<file path="config.mk">
export PLATFORM = sky130hd
export DESIGN_NAME = spi_cmd_port
export DESIGN_NICKNAME = d
export VERILOG_FILES = /design/src/rtl/spi_cmd_pkg.sv /design/src/rtl/spi_cmd_sync.sv /design/src/rtl/spi_cmd_dp.sv /design/src/rtl/spi_cmd_ctrl.sv /design/src/rtl/spi_cmd_port.sv
export SDC_FILE = /design/constraint.sdc
export NUM_CORES = 1
export LEC_CHECK = 0
export BUFFER_PORTS_ARGS = -buffer_cell sky130_fd_sc_hd__clkbuf_2
export CORE_ASPECT_RATIO = 0.8
export CORE_MARGIN = 1
export CORE_UTILIZATION = 40
export CTS_CLUSTER_DIAMETER = 120
export CTS_CLUSTER_SIZE = 30
export DETAILED_ROUTE_END_ITERATION = 16
export HOLD_SLACK_MARGIN = 0.15
export PLACE_DENSITY = 0.67
export SLEW_MARGIN = 10
export SYNTH_ARGS = -nofsm -noshare
export SYNTH_HDL_FRONTEND = slang
export SYNTH_SLANG_ARGS = --single-unit
</file>
<file path="constraint.sdc">
create_clock -name clk -period 2.5 [get_ports clk]
set_input_delay 0.5 -clock clk [delete_from_list [all_inputs] [get_ports clk]]
set_output_delay 0.5 -clock clk [all_outputs]
set_load 0.005 [all_outputs]
</file>
<file path="src/rtl/spi_cmd_pkg.sv">
package spi_cmd_pkg;

  localparam int BYTE_W  = 8;
  localparam int TX_BUFS = 3;

  localparam logic [7:0] OPC_READ   = 8'h03;
  localparam logic [7:0] OPC_WRITE  = 8'h02;
  localparam logic [7:0] OPC_MODIFY = 8'h05;
  localparam logic [7:0] OPC_STATUS = 8'hA0;
  localparam logic [7:0] OPC_RESET  = 8'hC0;
  localparam logic [4:0] OPC_RTS_HI = 5'b10000;

  typedef enum logic [3:0] {
    ST_OPCODE,
    ST_ADDR,
    ST_RDDATA,
    ST_WRDATA,
    ST_MASK,
    ST_MODDATA,
    ST_STATUS,
    ST_RSTARM,
    ST_SKIP
  } cmd_state_e;

  typedef enum logic [1:0] {
    ACC_READ,
    ACC_WRITE,
    ACC_MODIFY
  } access_e;

  // strobes from the command sequencer to the datapath
  typedef struct packed {
    logic addrLoad;
    logic addrInc;
    logic fetch;
    logic loadStatus;
    logic wrNow;
    logic maskLoad;
    logic modStart;
  } dp_strobe_t;

endpackage

</file>
<file path="src/rtl/spi_cmd_sync.sv">
module spi_cmd_sync #(
  parameter int WIDTH = 1,
  parameter int STAGES = 2,
  parameter logic [WIDTH-1:0] RST_VAL = '0
) (
  input  logic             clk,
  input  logic             rst,
  input  logic [WIDTH-1:0] din,
  output logic [WIDTH-1:0] dout
);

  logic [WIDTH-1:0] stage [STAGES];

  always_ff @(posedge clk) begin
    if (rst) begin
      for (int s = 0; s < STAGES; s++) stage[s] <= RST_VAL;
    end else begin
      stage[0] <= din;
      for (int s = 1; s < STAGES; s++) stage[s] <= stage[s-1];
    end
  end

  assign dout = stage[STAGES-1];

endmodule

</file>
<file path="src/rtl/spi_cmd_dp.sv">
module spi_cmd_dp import spi_cmd_pkg::*; #(
  parameter int ADDR_W = 7,
  parameter int SYNC_STAGES = 2
) (
  input  logic              clk,
  input  logic              rst,
  input  logic              spiSck,
  input  logic              spiCsN,
  input  logic              spiSi,
  input  dp_strobe_t        stb,
  output logic              byteDone,
  output logic [BYTE_W-1:0] rxByte,
  output logic              csIdle,
  output logic              csRise,
  output logic              spiSo,
  output logic              spiSoOe,
  output logic [ADDR_W-1:0] regAddr,
  output logic [BYTE_W-1:0] regWrData,
  output logic              regWe,
  input  logic [BYTE_W-1:0] regRdData,
  input  logic [1:0]        rxIntFlag,
  input  logic [TX_BUFS-1:0] txReqFlag,
  input  logic [TX_BUFS-1:0] txIntFlag
);

  localparam int CNT_W = $clog2(BYTE_W);
  localparam int RD_LAT = 2;

  logic [2:0] syncOut;
  logic sckS, csS, siS;
  logic sckD, csD;
  logic sckRise, sckFall;

  spi_cmd_sync #(.WIDTH(3), .STAGES(SYNC_STAGES), .RST_VAL(3'b010)) i_sync (
    .clk (clk),
    .rst (rst),
    .din ({spiSck, spiCsN, spiSi}),
    .dout(syncOut)
  );

  assign sckS = syncOut[2];
  assign csS  = syncOut[1];
  assign siS  = syncOut[0];

  assign sckRise = sckS & ~sckD;
  assign sckFall = ~sckS & sckD;
  assign csRise  = csS & ~csD;
  assign csIdle  = csS;

  // receive shifter and bit counter
  logic [CNT_W-1:0]  bitCnt;
  logic [BYTE_W-2:0] rxShift;

  always_ff @(posedge clk) begin
    if (rst) begin
      sckD <= 1'b0;
      csD <= 1'b1;
      bitCnt <= '0;
      rxShift <= '0;
      rxByte <= '0;
      byteDone <= 1'b0;
    end else begin
      sckD <= sckS;
      csD <= csS;
      byteDone <= 1'b0;
      if (csS) begin
        bitCnt <= '0;
      end else if (sckRise) begin
        rxShift <= {rxShift[BYTE_W-3:0], siS};
        bitCnt <= bitCnt + 1'b1;
        if (bitCnt == CNT_W'(BYTE_W - 1)) begin
          rxByte <= {rxShift, siS};
          byteDone <= 1'b1;
        end
      end
    end
  end

  // address counter, wraps naturally at the top of the space
  logic [ADDR_W-1:0] addrQ;

  always_ff @(posedge clk) begin
    if (rst) addrQ <= '0;
    else if (stb.addrLoad) addrQ <= rxByte[ADDR_W-1:0];
    else if (stb.addrInc) addrQ <= addrQ + 1'b1;
  end

  assign regAddr = addrQ;

  // read-latency pipes for data fetch and read-modify-write
  logic [RD_LAT-1:0] fetchPipe, modPipe;
  logic [BYTE_W-1:0] maskQ, modDataQ;

  always_ff @(posedge clk) begin
    if (rst) begin
      fetchPipe <= '0;
      modPipe <= '0;
      maskQ <= '0;
      modDataQ <= '0;
    end else begin
      fetchPipe <= {fetchPipe[RD_LAT-2:0], stb.fetch};
      modPipe <= {modPipe[RD_LAT-2:0], stb.modStart};
      if (stb.maskLoad) maskQ <= rxByte;
      if (stb.modStart) modDataQ <= rxByte;
    end
  end

  logic modWrite;
  assign modWrite = modPipe[RD_LAT-1];
  assign regWe = stb.wrNow | modWrite;
  assign regWrData = modWrite ? ((regRdData & ~maskQ) | (modDataQ & maskQ)) : rxByte;

  // status byte: two rx flags, then request/flag pairs per transmit buffer
  logic [BYTE_W-1:0] statusByte;
  assign statusByte[1:0] = rxIntFlag;
  for (genvar i = 0; i < TX_BUFS; i++) begin : g_status
    assign statusByte[2 + 2*i] = txReqFlag[i];
    assign statusByte[3 + 2*i] = txIntFlag[i];
  end

  // transmit shifter
  logic [BYTE_W-1:0] txShift;
  logic txActive;

  always_ff @(posedge clk) begin
    if (rst) begin
      txShift <= '0;
      txActive <= 1'b0;
    end else if (csS) begin
      txActive <= 1'b0;
    end else if (stb.loadStatus) begin
      txShift <= statusByte;
      txActive <= 1'b1;
    end else if (fetchPipe[RD_LAT-1]) begin
      txShift <= regRdData;
      txActive <= 1'b1;
    end else if (sckFall && txActive && bitCnt != '0) begin
      txShift <= {txShift[BYTE_W-2:0], 1'b0};
    end
  end

  assign spiSo = txActive & txShift[BYTE_W-1];
  assign spiSoOe = txActive;

endmodule

</file>
<file path="src/rtl/spi_cmd_ctrl.sv">
module spi_cmd_ctrl import spi_cmd_pkg::*; (
  input  logic               clk,
  input  logic               rst,
  input  logic               byteDone,
  input  logic [BYTE_W-1:0]  rxByte,
  input  logic               csIdle,
  input  logic               csRise,
  output dp_strobe_t         stb,
  output logic [TX_BUFS-1:0] rtsPulse,
  output logic               softReset
);

  cmd_state_e state, nextState;
  access_e accQ, nextAcc;
  logic [TX_BUFS-1:0] rtsNext;

  always_comb begin
    stb = '0;
    nextState = state;
    nextAcc = accQ;
    rtsNext = '0;
    if (csIdle) begin
      nextState = ST_OPCODE;
    end else if (byteDone) begin
      case (state)
        ST_OPCODE: begin
          if (rxByte == OPC_READ) begin
            nextAcc = ACC_READ;
            nextState = ST_ADDR;
          end else if (rxByte == OPC_WRITE) begin
            nextAcc = ACC_WRITE;
            nextState = ST_ADDR;
          end else if (rxByte == OPC_MODIFY) begin
            nextAcc = ACC_MODIFY;
            nextState = ST_ADDR;
          end else if (rxByte == OPC_STATUS) begin
            stb.loadStatus = 1'b1;
            nextState = ST_STATUS;
          end else if (rxByte == OPC_RESET) begin
            nextState = ST_RSTARM;
          end else if (rxByte[7:3] == OPC_RTS_HI) begin
            rtsNext = rxByte[TX_BUFS-1:0];
            nextState = ST_SKIP;
          end else begin
            nextState = ST_SKIP;
          end
        end
        ST_ADDR: begin
          stb.addrLoad = 1'b1;
          case (accQ)
            ACC_READ: begin
              stb.fetch = 1'b1;
              nextState = ST_RDDATA;
            end
            ACC_WRITE: nextState = ST_WRDATA;
            default: nextState = ST_MASK;
          endcase
        end
        ST_RDDATA: begin
          stb.addrInc = 1'b1;
          stb.fetch = 1'b1;
        end
        ST_WRDATA: begin
          stb.wrNow = 1'b1;
          stb.addrInc = 1'b1;
        end
        ST_MASK: begin
          stb.maskLoad = 1'b1;
          nextState = ST_MODDATA;
        end
        ST_MODDATA: begin
          stb.modStart = 1'b1;
          nextState = ST_SKIP;
        end
        ST_STATUS: stb.loadStatus = 1'b1;
        default: nextState = state;
      endcase
    end
  end

  always_ff @(posedge clk) begin
    if (rst) begin
      state <= ST_OPCODE;
      accQ <= ACC_READ;
      rtsPulse <= '0;
      softReset <= 1'b0;
    end else begin
      state <= nextState;
      accQ <= nextAcc;
      rtsPulse <= rtsNext;
      softReset <= csRise && (state == ST_RSTARM);
    end
  end

endmodule

</file>
<file path="src/rtl/spi_cmd_port.sv">
module spi_cmd_port import spi_cmd_pkg::*; #(
  parameter int ADDR_W = 7,
  parameter int SYNC_STAGES = 2
) (
  input  logic              clk,
  input  logic              rst,
  input  logic              spiSck,
  input  logic              spiCsN,
  input  logic              spiSi,
  output logic              spiSo,
  output logic              spiSoOe,
  output logic [ADDR_W-1:0] regAddr,
  output logic [7:0]        regWrData,
  output logic              regWe,
  input  logic [7:0]        regRdData,
  input  logic [1:0]        rxIntFlag,
  input  logic [2:0]        txReqFlag,
  input  logic [2:0]        txIntFlag,
  output logic [2:0]        rtsPulse,
  output logic              softReset
);

  dp_strobe_t stb;
  logic byteDone, csIdle, csRise;
  logic [BYTE_W-1:0] rxByte;

  spi_cmd_dp #(.ADDR_W(ADDR_W), .SYNC_STAGES(SYNC_STAGES)) i_dp (
    .clk      (clk),
    .rst      (rst),
    .spiSck   (spiSck),
    .spiCsN   (spiCsN),
    .spiSi    (spiSi),
    .stb      (stb),
    .byteDone (byteDone),
    .rxByte   (rxByte),
    .csIdle   (csIdle),
    .csRise   (csRise),
    .spiSo    (spiSo),
    .spiSoOe  (spiSoOe),
    .regAddr  (regAddr),
    .regWrData(regWrData),
    .regWe    (regWe),
    .regRdData(regRdData),
    .rxIntFlag(rxIntFlag),
    .txReqFlag(txReqFlag),
    .txIntFlag(txIntFlag)
  );

  spi_cmd_ctrl i_ctrl (
    .clk      (clk),
    .rst      (rst),
    .byteDone (byteDone),
    .rxByte   (rxByte),
    .csIdle   (csIdle),
    .csRise   (csRise),
    .stb      (stb),
    .rtsPulse (rtsPulse),
    .softReset(softReset)
  );

endmodule

</file>
==> run summary <==
The leakage power of the design is 1.56 nW. After filler insertion, the fill cell instance count of the layout stands at approximately 810. In this run the vertical extent of the chip is 84.0 um. The final hold violation count is 0. The number of remaining DRC errors came out at 0. The via count of the first global-routing pass is 2,501.

The number of antenna violations at the first check in global routing came out at 0. The region available for standard cell placement spans roughly 0.0081 sq mm. The startpoint identified for the worst register-to-register timing path is i_ctrl.state[3]$_SDFFE_PP0P_. The worst setup path is of the flop to primary output kind. The number of optimization iterations in the first detailed-route pass came out at 6.

The relative slew slack is 53.9%. Among all stages on the critical path, the largest delay is contributed by sky130_fd_sc_hd__dfxtp_1. Of all flip-flops after synthesis, the portion carrying an async set or reset was 0%.

The synthesis warning total came out at 0. The reg-to-reg endpoint is i_ctrl.rtsPulse[0]$_SDFF_PP0_. The clock skew came out at 0.00640 ns. The post-cts resize count came out at 0. For this run, the top clock speed supported by timing is 0.440 GHz. The tree is rooted in a sky130_fd_sc_hd__clkbuf_8.

The largest total area in the synthesized netlist belongs to sky130_fd_sc_hd__dfxtp_1. TritonCTS built the clock tree. Entering global routing, the biggest net connects 39 pins. The post-route total power came out at 2.14 mW. The ratio of final minimum period to clock period came out at between 90 and 100%. The total number of vias came out at 2,683.

The final antenna-violating net count is 0. The startpoint identified for the worst hold timing path is spiCsN. The I/O pin total came out at 43. The number of buffers created by CTS came out at 9. After synthesis, the cell types taking the most area are sky130_fd_sc_hd__dfxtp_1, sky130_fd_sc_hd__mux2i_1, sky130_fd_sc_hd__nor2_1. By instance count, the leading cell after synthesis is sky130_fd_sc_hd__dfxtp_1. The final HPWL from detailed placement came out at 5320 um.

The path with the worst hold slack has its endpoint at i_dp.i_sync.stage[0][1]$_SDFF_PP1_. The routed design could run at a clock period as short as roughly 2.3 ns. The final wirelength is roughly 7300 um.

The number of buffers between clock root and the deepest sink is 2. The flow ran to the end, and the final reports show no timing, DRC or antenna violations. The initial DRC count came out at 120. In this run the power density over the cells is 557 mW/mm^2. The largest stage delay on the critical path is ~0.43 ns. The worst hold path passes through 2 cells. The H-tree was split into 3 levels.

In the synthesized netlist the dominant register cell turns out to be sky130_fd_sc_hd__dfxtp_1. The clock edge transition at the registers on the reported setup and hold paths is 0.07 ns. The count of placed standard cells in the final layout, fillers left out came out at 516.

The data required time of the critical path came out at 2.00 ns. The standard-cell row count came out at 29. The post-detailed-route via-to-cell ratio is roughly 5.2.

Setup repair after global routing left no endpoint under its margin. The antenna diode instance count came out at 0. After synthesis, flip-flops and latches occupy 43.4% of the total area. In the global route stage, overall resource usage came out at around 18%. For this design, the sink count on the clock tree is 73. The maximum resistive drop on vdd came out at 0.331 mV. The minimum setup slack among reg-to-reg paths is 0.46 ns.

After synthesis, the largest area contributor takes up 43.4% of total cell area. In this run, synthesis inferred 0 flip-flops with an integrated enable. The mapped netlist covers 0.00337 sq mm. The chip width came out at 105 um. In the final design database the tool counted ~430 nets. The first-pass GRT wire length came out at 12,200 um. The number of distinct library cells after synthesis is 53. The final core utilization is 47.6%. The worst hold path belongs to the class input port to flop.

The net count after synthesis is 392. The launching element type of the critical path is a flop. The floorplan die area came out at 0.00879 sq mm. The initial utilization of the core area, before any placement, comes to 41.8%. The accumulated negative setup slack came out at 0 ns. The slew of the pin with the lowest slew margin came out at 0.684 ns. The highest fanout seen on the critical path came out at 6.

The clock insertion delay at the later pin of the skew report came out at 0.35 ns. The commonest cells after synthesis are sky130_fd_sc_hd__dfxtp_1, sky130_fd_sc_hd__nor2_1, sky130_fd_sc_hd__mux2i_1. The number of standard cells after synthesis is between 300 and 400.

The synthesis-stage register bit count came out at 73. The max-slew violation total from the final report came out at 0. The routed wire length per instance is 14.2 um. The critical path goes through nor2b_1 -> nor3b_1 -> a31o_2 -> clkbuf_2. Before CTS, the worst setup slack after placement is 0.488 ns. The post-CTS setup-driven buffer insertion count came out at 0. The path depth of the worst reg2reg path is 3.

The post-route worst setup slack came out at 0.228 ns. The total overflow left after global routing is 0. Across the run, the number of max-cap violations was 0.

The mean post-synth cell area came out at 9.17 sq um. Counting tap cells, the placed design contains a total of 500 instances. The final number of setup-violating endpoints came out at 0. The count of input and output buffers came out at 42. The routability congestion estimate came out at 0.844. At the worst endpoint, the arrival time is roughly 1.8 ns. The layout-stage area growth over the synthesis result came out at 14.0%. The hold buffer count at CTS is 0. The fraction of layout instances using a drive strength above 1 came out at 22.1%. The worst setup path is captured at a primary output.
stage by stage:
stage                     area (sq um)  hold slack (ns)
after floorplan                   3370            0.374
after global placement            3650            0.386
after detailed placement          3650            0.389
after CTS                         3840            0.322
after global routing              3840            0.342
final                             3840            0.335
critical path, delay by kind of cell (launching register included):
kind / cells / cell delay, ns
AO/OA/AOI/OAI: 1 / 0.21
buffers and inverters: 1 / 0.11
flip-flops: 1 / 0.43
AND/OR/NAND/NOR: 2 / 0.68
layout make-up:
| type | count | area [sq um] | share of cell area (%) |
|---|---|---|---|
| inverters | 9 | 33.8 | 0.881 |
| multi-input cells | 262 | 1760 | 45.9 |
| clock buffers | 13 | 149 | 3.88 |
| clock inverters | 3 | 40.0 | 1.04 |
| repair buffers | 48 | 255 | 6.65 |
| flip-flops and latches | 73 | 1460 | 38.1 |
| well taps | 108 | 135 | 3.52 |
sequential cells by signal (all words and copies together), names as in the netlist, 2 cells and up:
| register | count |
|---|---|
| i_ctrl.accQ | 2 |
| i_ctrl.rtsPulse | 3 |
| i_ctrl.state | 4 |
| i_dp.bitCnt | 3 |
| i_dp.fetchPipe | 2 |
| i_dp.i_sync.stage | 6 |
| i_dp.maskQ | 8 |
| i_dp.modDataQ | 8 |
| i_dp.modPipe | 2 |
| i_dp.regAddr | 7 |
| i_dp.rxByte | 8 |
| i_dp.rxShift | 7 |
| i_dp.txShift | 8 |
how the worst max path moves through the flow:
stage / slack (ns) / depth (start not counted) / startpoint / endpoint
after CTS: 0.25 / 4 / i_dp.byteDone$_SDFF_PP0_ / regWe
after global placement: 0.50 / 3 / i_ctrl.state[3]$_SDFFE_PP0P_ / i_ctrl.rtsPulse[0]$_SDFF_PP0_
after floorplan: 0.66 / 6 / i_dp.rxByte[2]$_SDFFE_PP0P_ / i_dp.txShift[6]$_SDFFE_PP0P_
after global routing: 0.11 / 4 / i_dp.byteDone$_SDFF_PP0_ / regWe
final: 0.23 / 4 / i_dp.byteDone$_SDFF_PP0_ / regWe
after detailed placement: 0.49 / 5 / i_dp.rxByte[1]$_SDFFE_PP0P_ / i_dp.txShift[6]$_SDFFE_PP0P_
routing by layer:
| metal | up-vias | track usage, % | part of all wire [%] | routed length, um |
|---|---|---|---|---|
| met5 | - | 0 | 0 | 0 |
| met4 | 0 | 6.10 | 1.4 | 102 |
| met3 | 11 | 4.53 | 4.7 | 348 |
| met2 | 60 | 26.8 | 45 | 3280 |
| met1 | 1262 | 24.0 | 49 | 3600 |
| li1 | 1350 | - | - | - |
kinds of logic (layout without fill, tap and decap cells):
family / Yosys count / after routing / synth area share, %
xor+xnor: 3 / 3 / 0.781
compound gates: 70 / 70 / 14.3
buf+inv: 32 / 73 / 4.24
fa+ha+maj: 4 / 4 / 1.49
flops: 73 / 73 / 43.4
simple gates: 139 / 139 / 21.6
mux: 46 / 46 / 14.2
power breakdown:
group / internal [mW] / switching [mW] / total [mW]
clock network: 0.486 / 0.414 / 0.900
logic: 0.0249 / 0.0349 / 0.0598
registers: 1.17 / 0.00708 / 1.18
total: 1.68 / 0.456 / 2.14
placed cells by master (no fill, tap or decap), types with 3 or more instances in the layout:
cell type                   n
sky130_fd_sc_hd__o21ai_0    9
sky130_fd_sc_hd__nand3_1    4
sky130_fd_sc_hd__a21oi_1   28
sky130_fd_sc_hd__clkbuf_8  10
sky130_fd_sc_hd__buf_4      6
sky130_fd_sc_hd__or2_2      3
sky130_fd_sc_hd__ha_1       4
sky130_fd_sc_hd__clkbuf_2  42
sky130_fd_sc_hd__a22o_1     7
sky130_fd_sc_hd__mux2_2    14
sky130_fd_sc_hd__mux2i_1   32
sky130_fd_sc_hd__inv_1      9
sky130_fd_sc_hd__and3_1     6
sky130_fd_sc_hd__dfxtp_1   73
sky130_fd_sc_hd__nor3_1     8
sky130_fd_sc_hd__nor2b_1   11
sky130_fd_sc_hd__nor3b_1    3
sky130_fd_sc_hd__and2_1     3
sky130_fd_sc_hd__clkbuf_1   3
sky130_fd_sc_hd__a31oi_1    4
sky130_fd_sc_hd__nand2_1   29
sky130_fd_sc_hd__a21o_1     4
sky130_fd_sc_hd__nor2_1    51
Power figures use the tool's default switching activity.
